### src/rtl/ttc_pkg.sv
package ttc_pkg;

    // Trace status pair: bit 1 is pending, bit 0 is enable
    typedef struct packed {
        logic pend;
        logic ena;
    } trc_stat_t;

    // Context captured at the start of an instruction
    typedef struct packed {
        logic loop_op;
        logic wait_op;
        logic exc_seen;
    } ctx_flags_t;

    typedef enum logic {
        OWE_NONE = 1'b0,
        OWE_HELD = 1'b1
    } owe_state_t;

    localparam logic [7:0] LOOP_OPCODE_DEFAULT = 8'h0E;

    function automatic trc_stat_t stat_clear(input trc_stat_t cur,
                                             input logic [1:0] mask);
        trc_stat_t r;
        r.pend = cur.pend & ~mask[1];
        r.ena  = cur.ena  & ~mask[0];
        return r;
    endfunction

    function automatic logic opc_is_loop(input logic [7:0] opc,
                                         input logic [7:0] code);
        return opc == code;
    endfunction

endpackage

### src/rtl/ttc_status.sv
module ttc_status
    import ttc_pkg::*;
(
    input  logic      clk,
    input  logic      rst,
    input  logic      arm,        // real instruction start
    input  logic      consume,    // instruction end
    input  logic      clr_we,
    input  logic [1:0] clr_mask,
    input  logic      ld_we,
    input  logic [1:0] ld_val,
    output trc_stat_t stat
);

    trc_stat_t stat_nxt;

    always_comb begin
        stat_nxt = stat;
        if (arm)
            stat_nxt.pend = stat.ena;
        if (consume)
            stat_nxt.pend = 1'b0;
        if (ld_we)
            stat_nxt = trc_stat_t'(ld_val);
        else if (clr_we)
            stat_nxt = stat_clear(stat_nxt, clr_mask);
    end

    always_ff @(posedge clk) begin
        if (rst)
            stat <= '0;
        else
            stat <= stat_nxt;
    end


    arm_copy_chk: assert property (@(posedge clk) disable iff (rst)
        (arm && !ld_we && !clr_we) |=> (stat.pend == $past(stat.ena)));


    clr_ena_chk: assert property (@(posedge clk) disable iff (rst)
        (clr_we && !ld_we && clr_mask[0]) |=> !stat.ena);


    load_wins_chk: assert property (@(posedge clk) disable iff (rst)
        ld_we |=> (stat == $past(ld_val)));

endmodule

### src/rtl/ttc_capture.sv
module ttc_capture
    import ttc_pkg::*;
#(
    parameter int         AW       = 32,
    parameter logic [7:0] LOOP_OPC = LOOP_OPCODE_DEFAULT
) (
    input  logic          clk,
    input  logic          rst,
    input  logic          arm,
    input  logic          insn_end,
    input  logic [AW-1:0] insn_pc,
    input  logic [7:0]    insn_opc,
    input  logic          insn_wait,
    input  logic          req_now,
    output ctx_flags_t    ctx,
    output logic [AW-1:0] cur_pc
);

    always_ff @(posedge clk) begin
        if (rst) begin
            ctx    <= '0;
            cur_pc <= '0;
        end else if (arm) begin
            cur_pc       <= insn_pc;
            ctx.loop_op  <= opc_is_loop(insn_opc, LOOP_OPC);
            ctx.wait_op  <= insn_wait;
            ctx.exc_seen <= req_now;
        end else if (insn_end) begin
            ctx.exc_seen <= 1'b0;
        end else if (req_now) begin
            ctx.exc_seen <= 1'b1;
        end
    end


    seen_sticky_chk: assert property (@(posedge clk) disable iff (rst)
        (req_now && !insn_end) |=> ctx.exc_seen);

endmodule

### src/rtl/ttc_arbiter.sv
module ttc_arbiter
    import ttc_pkg::*;
#(
    parameter int AW = 32
) (
    input  logic          clk,
    input  logic          rst,
    input  logic          insn_end,
    input  logic          insn_susp,
    input  logic [AW-1:0] next_pc,
    input  logic [AW-1:0] cur_pc,
    input  ctx_flags_t    ctx,
    input  logic          pend,
    input  logic          req_now,
    input  logic          svc_return,
    output logic          trc_fire,
    output logic [AW-1:0] trc_addr,
    output logic          svc_grant
);

    owe_state_t    owe_q;
    logic [AW-1:0] owe_addr;
    logic          service_first;
    logic          resume_self;
    logic [AW-1:0] defer_addr;

    assign service_first = ctx.exc_seen | req_now;
    assign resume_self   = insn_susp & ctx.loop_op;
    assign defer_addr    = resume_self ? cur_pc : next_pc;

    always_ff @(posedge clk) begin
        if (rst) begin
            owe_q     <= OWE_NONE;
            owe_addr  <= '0;
            trc_fire  <= 1'b0;
            trc_addr  <= '0;
            svc_grant <= 1'b0;
        end else begin
            trc_fire  <= 1'b0;
            svc_grant <= insn_end & service_first;
            if (insn_end && pend) begin
                if (service_first || ctx.wait_op) begin
                    owe_q    <= OWE_HELD;
                    owe_addr <= defer_addr;
                end else begin
                    trc_fire <= 1'b1;
                    trc_addr <= next_pc;
                end
            end else if (svc_return && owe_q == OWE_HELD) begin
                owe_q    <= OWE_NONE;
                trc_fire <= 1'b1;
                trc_addr <= owe_addr;
            end
        end
    end


    fire_pulse_chk: assert property (@(posedge clk) disable iff (rst)
        trc_fire |=> !trc_fire);


    no_pend_chk: assert property (@(posedge clk) disable iff (rst)
        (insn_end && !pend) |=> !trc_fire);


    grant_first_chk: assert property (@(posedge clk) disable iff (rst)
        (insn_end && pend && service_first) |=> (svc_grant && !trc_fire));


    loop_addr_chk: assert property (@(posedge clk) disable iff (rst)
        (insn_end && pend && insn_susp && ctx.loop_op)
            |=> (owe_q == OWE_HELD && owe_addr == $past(cur_pc)));

endmodule

### src/rtl/ttc_trace_ctrl.sv
module ttc_trace_ctrl
    import ttc_pkg::*;
#(
    parameter int         AW       = 32,
    parameter logic [7:0] LOOP_OPC = LOOP_OPCODE_DEFAULT
) (
    input  logic          clk,
    input  logic          rst,
    input  logic          insn_start,
    input  logic          insn_undef,
    input  logic [AW-1:0] insn_pc,
    input  logic [7:0]    insn_opc,
    input  logic          insn_wait,
    input  logic          insn_end,
    input  logic          insn_susp,
    input  logic [AW-1:0] next_pc,
    input  logic          exc_req,
    input  logic          irq_req,
    input  logic          svc_return,
    input  logic          psr_clr_we,
    input  logic [1:0]    psr_clr_mask,
    input  logic          psr_ld_we,
    input  logic [1:0]    psr_ld_val,
    output logic          trc_fire,
    output logic [AW-1:0] trc_ret_addr,
    output logic          svc_grant,
    output logic          stat_t,
    output logic          stat_p
);

    trc_stat_t     stat;
    ctx_flags_t    ctx;
    logic [AW-1:0] cur_pc;
    logic          arm;
    logic          req_now;

    assign arm     = insn_start & ~insn_undef;
    assign req_now = exc_req | irq_req;

    ttc_status u_status (
        .clk      (clk),
        .rst      (rst),
        .arm      (arm),
        .consume  (insn_end),
        .clr_we   (psr_clr_we),
        .clr_mask (psr_clr_mask),
        .ld_we    (psr_ld_we),
        .ld_val   (psr_ld_val),
        .stat     (stat)
    );

    ttc_capture #(.AW(AW), .LOOP_OPC(LOOP_OPC)) u_capture (
        .clk       (clk),
        .rst       (rst),
        .arm       (arm),
        .insn_end  (insn_end),
        .insn_pc   (insn_pc),
        .insn_opc  (insn_opc),
        .insn_wait (insn_wait),
        .req_now   (req_now),
        .ctx       (ctx),
        .cur_pc    (cur_pc)
    );

    ttc_arbiter #(.AW(AW)) u_arbiter (
        .clk        (clk),
        .rst        (rst),
        .insn_end   (insn_end),
        .insn_susp  (insn_susp),
        .next_pc    (next_pc),
        .cur_pc     (cur_pc),
        .ctx        (ctx),
        .pend       (stat.pend),
        .req_now    (req_now),
        .svc_return (svc_return),
        .trc_fire   (trc_fire),
        .trc_addr   (trc_ret_addr),
        .svc_grant  (svc_grant)
    );

    assign stat_t = stat.ena;
    assign stat_p = stat.pend;

    // Tracks whether a trap was already raised since the last real start
    logic fired_in_insn;
    always_ff @(posedge clk) begin
        if (rst)
            fired_in_insn <= 1'b0;
        else if (arm)
            fired_in_insn <= 1'b0;
        else if (trc_fire)
            fired_in_insn <= 1'b1;
    end


    one_per_insn_chk: assert property (@(posedge clk) disable iff (rst)
        trc_fire |-> !fired_in_insn);


    reset_clear_chk: assert property (@(posedge clk)
        rst |=> (!trc_fire && !svc_grant && !stat_t && !stat_p
                 && trc_ret_addr == '0));

endmodule

### config.mk
export PLATFORM = sky130hd
export DESIGN_NAME = ttc_trace_ctrl
export DESIGN_NICKNAME = d
export VERILOG_FILES = /design/src/rtl/ttc_pkg.sv /design/src/rtl/ttc_status.sv /design/src/rtl/ttc_capture.sv /design/src/rtl/ttc_arbiter.sv /design/src/rtl/ttc_trace_ctrl.sv
export SDC_FILE = /design/constraint.sdc
export NUM_CORES = 1
export LEC_CHECK = 0
export ABC_AREA = 1
export BUFFER_PORTS_ARGS = -buffer_cell sky130_fd_sc_hd__buf_2
export CORE_MARGIN = 2
export CORE_UTILIZATION = 50
export CTS_BUF_LIST = sky130_fd_sc_hd__clkbuf_8
export DETAILED_ROUTE_END_ITERATION = 6
export HOLD_SLACK_MARGIN = 0.03
export PLACE_DENSITY = 0.76
export SLEW_MARGIN = 20
export SYNTH_ARGS = -nofsm -noshare
export SYNTH_HDL_FRONTEND = slang
export SYNTH_SLANG_ARGS = --single-unit
### constraint.sdc
create_clock -name clk -period 2.75 [get_ports clk]
set_input_delay 0.275 -clock clk [delete_from_list [all_inputs] [get_ports clk]]
set_output_delay 0.275 -clock clk [all_outputs]
set_load 0.03 [all_outputs]
**Word level (Yosys, flattened, before mapping)**

Index checks and enable logic that the tools add are counted.

- Register bits after elaboration: 104
- Word-level logic and storage cells: 50

- Eq/ne operators: 3
- Muxes and demuxes: 17
- Bitwise gates (word level): 10
- Reductions and logical operators: 9

Operators with widths:

| kind | count |
|---|---|
| two-way mux 32 bit | 4 |
| two-way mux 1 bit | 11 |
| equality test 8 x 4 -> 1 bit (second input constant) | 1 |
| AND reduction 2 bit | 3 |
| bitwise AND 1 bit | 5 |
| two-way mux 2 bit | 2 |
| inequality test 2 bit (second input constant) | 2 |
| nonzero test 2 bit | 2 |
| inverter 1 bit | 3 |
| nonzero test 3 bit | 1 |
| logical AND 1 bit | 2 |
| OR 1 bit | 2 |
| logical OR 1 bit | 1 |

**Logic depth before layout (Yosys ltp)**

- Depth in word-level cells: 7
- Gate-level depth with buffers: 9

**Modules after synthesis**

A second synthesis with hierarchy kept.

- Cells, all modules: 760
- Area total of the unflattened synthesis: 4927.2 um^2

By module, submodules not included:

| module | times used | cells an instance | area an instance (um^2) | seq. area each (um^2) |
|---|---|---|---|---|
| ttc_arbiter | 1 | 576 | 3510.9 | 1341.3 |
| ttc_capture | 1 | 164 | 1293.7 | 700.7 |
| ttc_status | 1 | 15 | 101.3 | 40.0 |
| ttc_trace_ctrl | 1 | 5 | 21.3 | 0.0 |

**Worst setup path before layout**

No wires, ideal clock.

- Path kind: flip-flop to flip-flop
- From: reg, netlist name u_status.stat[1]
- To: reg u_arbiter.owe_addr[18]
- Library setup time: 132 ps
- Data arrival time: 1299 ps
- Path slack: 1319 ps
- Cell stages (with the launch flop): 9
- Buffers on the path: 3
- Clock period less this slack: 1431 ps
- Cells stage by stage: dfxtp_1 -> buf_2 -> nand2_4 -> inv_4 -> nand2_4 -> buf_6 -> buf_6 -> nand2_1 -> a21oi_1

- Cells in the longest elaborated chain, start to end: 2

Ends and longest elaborated chain:

| element | RTL line | source |
|---|---|---|
| logical AND 1 bit | ttc_arbiter.sv:41 | `if (insn_end && pend) begin` |
| AND reduction 2 bit (no line) | - |  |
| end signal: assignment | ttc_arbiter.sv:44 | `owe_addr <= defer_addr;` |
| end: declaration | ttc_arbiter.sv:22 | `logic [AW-1:0] owe_addr;` |

No other way between the ends.
A chain may end at the register's enable or synchronous reset.

**Final worst setup path**

- From: reg, netlist name u_status.stat[1]
- To: reg u_arbiter.trc_addr[6]

- Cells in the longest elaborated chain, start to end: 3
- Elaborated cells between the ends (all ways): 5
- Classes of those cells: eq/ne: 1; mux: 1; reduce/logical: 3

Ends and longest elaborated chain:

| element | RTL line | source |
|---|---|---|
| logical AND 1 bit * | ttc_arbiter.sv:41 |  |
| inequality test 2 bit (no line) or nonzero test 2 bit (tied branches) | - |  |
| AND reduction 2 bit (no line) | - |  |
| end signal: assignment | ttc_arbiter.sv:47 | `trc_addr <= next_pc;` |
| end signal: assignment | ttc_arbiter.sv:52 | `trc_addr <= owe_addr;` |
| end: declaration | ttc_arbiter.sv:17 | `output logic [AW-1:0] trc_addr,` |

Every way passes the cells marked *; elsewhere a longest branch is shown, timed or not.

==> results.json <==
{
  "status": "finished clean",
  "cts_setup_buffers": 0,
  "avgRoutedWirePerCell_um": 12.8,
  "cts_resized": 0,
  "numCtsBuffers": 9,
  "grt_max_degree": 65,
  "synth_area_sq_um": 4950,
  "pin_count": 124,
  "finalHoldViolations": 0,
  "cts_num_sinks": 104,
  "synth_nets": 835,
  "final_nets": 918,
  "grt_pass1_wl_um": 20000,
  "grt.total_usage": 0.234,
  "power_w": 0.00313,
  "layout_min_cycle_time_ns": 2.01,
  "die_w_um": 103,
  "io_buffers": 123,
  "drt_wl_total_um": 12300,
  "row_count": 36,
  "drc": 0,
  "max_freq_ghz": 0.497,
  "drv_cap": 0,
  "rr_startpoint": "u_status.stat[1]",
  "dr.pass1.iters": 5,
  "yosys_warnings": 0,
  "synthFlopType": "dfxtp_1",
  "clock_latency_ns": 0.37,
  "chipHeight_um": 103,
  "seq_area_frac_synth": 0.421,
  "ant_nets": 0,
  "crit_fanout": 53,
  "dp.final_hpwl_um": 8670,
  "drive_above_1_share": 0.186,
  "finalSetupTns_ns": 0,
  "synthArstFlopShare": 0,
  "vias": 4936,
  "grt_pass1_vias": 4301,
  "crit_start": "u_status.stat[1]",
  "core-area_sq_um": 9680,
  "synth_area_leaders": "dfxtp_1 42%, nand2_1 14%, nand3_1 12%, a21oi_1 7.7%, nor2_1 7.1%",
  "cp_data_arrival_time_ns": 2.27,
  "yosysMostFrequentCell": "nand2_1",
  "syn2layout_area_growth_pct": 14.7,
  "syn_area_per_cell_sq_um": 6.63,
  "path_class": "flop to flop",
  "setup_violations": 0,
  "htree_levels": 3,
  "cts-hold-fix-buffers": 0,
  "end_kind": "flop",
  "synth-seq-cells": 104,
  "initial_core_util": 0.511,
  "antenna_found_initial": 0,
  "yosysUniqueCellTypes": 20,
  "powerDensity_nw_per_um2": 550,
  "initialDrtViolationCount": 308,
  "root_buffer": "clkbuf_8",
  "synth.largest_area_cell": "dfxtp_1",
  "hold_class": "primary input to flop",
  "gp_congestion": 0.854,
  "rsz0062_at_grt": "no",
  "worstMarginPinSlew_ns": 0.823,
  "hold_start": "psr_ld_we",
  "path_clk_slew_ns": 0.10,
  "critPathLaunchType": "flop",
  "vdd_drop_max_mv": 0.292,
  "finClkSkew_ns": 0.0112,
  "viasPerCell": 5.10,
  "synth_edf_count": 0,
  "post-route-period-util": 0.732,
  "finalMaxSlewViolations": 0,
  "relSlewSlack": 0.450,
  "crit_required_ns": 3.01,
  "synth_common_cells": "190 x nand2_1, 118 x nand3_1, 104 x dfxtp_1",
  "grt_overflow": 0,
  "cts_max_path_buffers": 2,
  "synth_top_area_share": 0.421,
  "die_area_sq_um": 10700,
  "power_leakage_nw": 2.65,
  "syn-instance-count": 747,
  "cts_tree": "built"
}
-- power breakdown --
| part | internal [W] | total (W) | leakage, nW | switching (W) |
|---|---|---|---|---|
| clock network | 0.000413 | 0.000928 | 0.0925 | 0.000515 |
| logic | 0.000195 | 0.000560 | 1.71 | 0.000365 |
| registers | 0.00159 | 0.00164 | 0.851 | 0.0000427 |
| total | 0.00220 | 0.00313 | 2.65 | 0.000923 |
-- final cells by class --
cell class,count,area (sq um)
fill,959,4010
tap,133,166
multi-input combinational,536,2360
inverter,46,175
timing repair buffer,133,703
antenna,1,2.50
clock buffer,9,124
clock inverter,6,62.6
sequential,104,2080
-- worst max-delay path: stages (launching register included) --
cell	delay, ns
dfxtp_1	0.38
nand2_4	0.24
inv_4	0.35
nand2_4	0.38
buf_12	0.32
a21oi_1	0.15
nor2_1	0.06
-- cell usage in the layout (no fill, tap or decap), drive strengths merged --
cell type / count
a211oi: 1
clkbuf: 9
nand2: 194
diode: 1
o211ai: 1
clkinvlp: 2
inv: 47
o21ai: 48
nand3: 119
dfxtp: 104
nor3b: 2
a21oi: 76
nor2: 95
clkinv: 2
bufinv: 1
buf: 133
-- through the flow --
stage                     setup slack (ns)  utilization  instances  instance area (sq um)  hold slack [ns]
after floorplan                       1.32            -        747                   4950            0.392
after global placement               0.741        0.567        952                   5490            0.442
after detailed placement             0.703        0.567        952                   5490            0.442
after CTS                            0.751        0.586        967                   5680            0.131
after global routing                 0.544        0.586        967                   5680            0.150
final                                0.737        0.586        968                   5680            0.139
-- flip-flops by register name, indices dropped and copies added (netlist names) --
register,count
u_arbiter.owe_addr,32
u_arbiter.owe_q,1
u_arbiter.svc_grant,1
u_arbiter.trc_addr,32
u_arbiter.trc_fire,1
u_capture.ctx,3
u_capture.cur_pc,32
u_status.stat,2
-- logic make-up after synthesis --
group / count (synthesis) / share of synthesized area
DFF: 104 / 0.421
buffers and inverters: 107 / 0.102
AOI/OAI and AO/OA: 126 / 0.128
and+or+nand+nor: 410 / 0.349
-- routing by layer --
layer	part of all wire	GRT usage	routed length, um
met5	0	0	0
met2	0.44	0.353	5430
met3	0.055	0.0276	683
met4	0.023	0.103	289
met1	0.48	0.337	5940
-- final timing paths --
check                     endpoint  slack (ns)  depth (start not counted)
max          u_arbiter.trc_addr[6]        0.74                          6
min               u_status.stat[0]        0.14                          3
max reg2reg  u_arbiter.trc_addr[6]        0.74                          6
min reg2reg   u_capture.cur_pc[27]        0.45                          2
No activity file was read; power rests on OpenSTA's default activity.
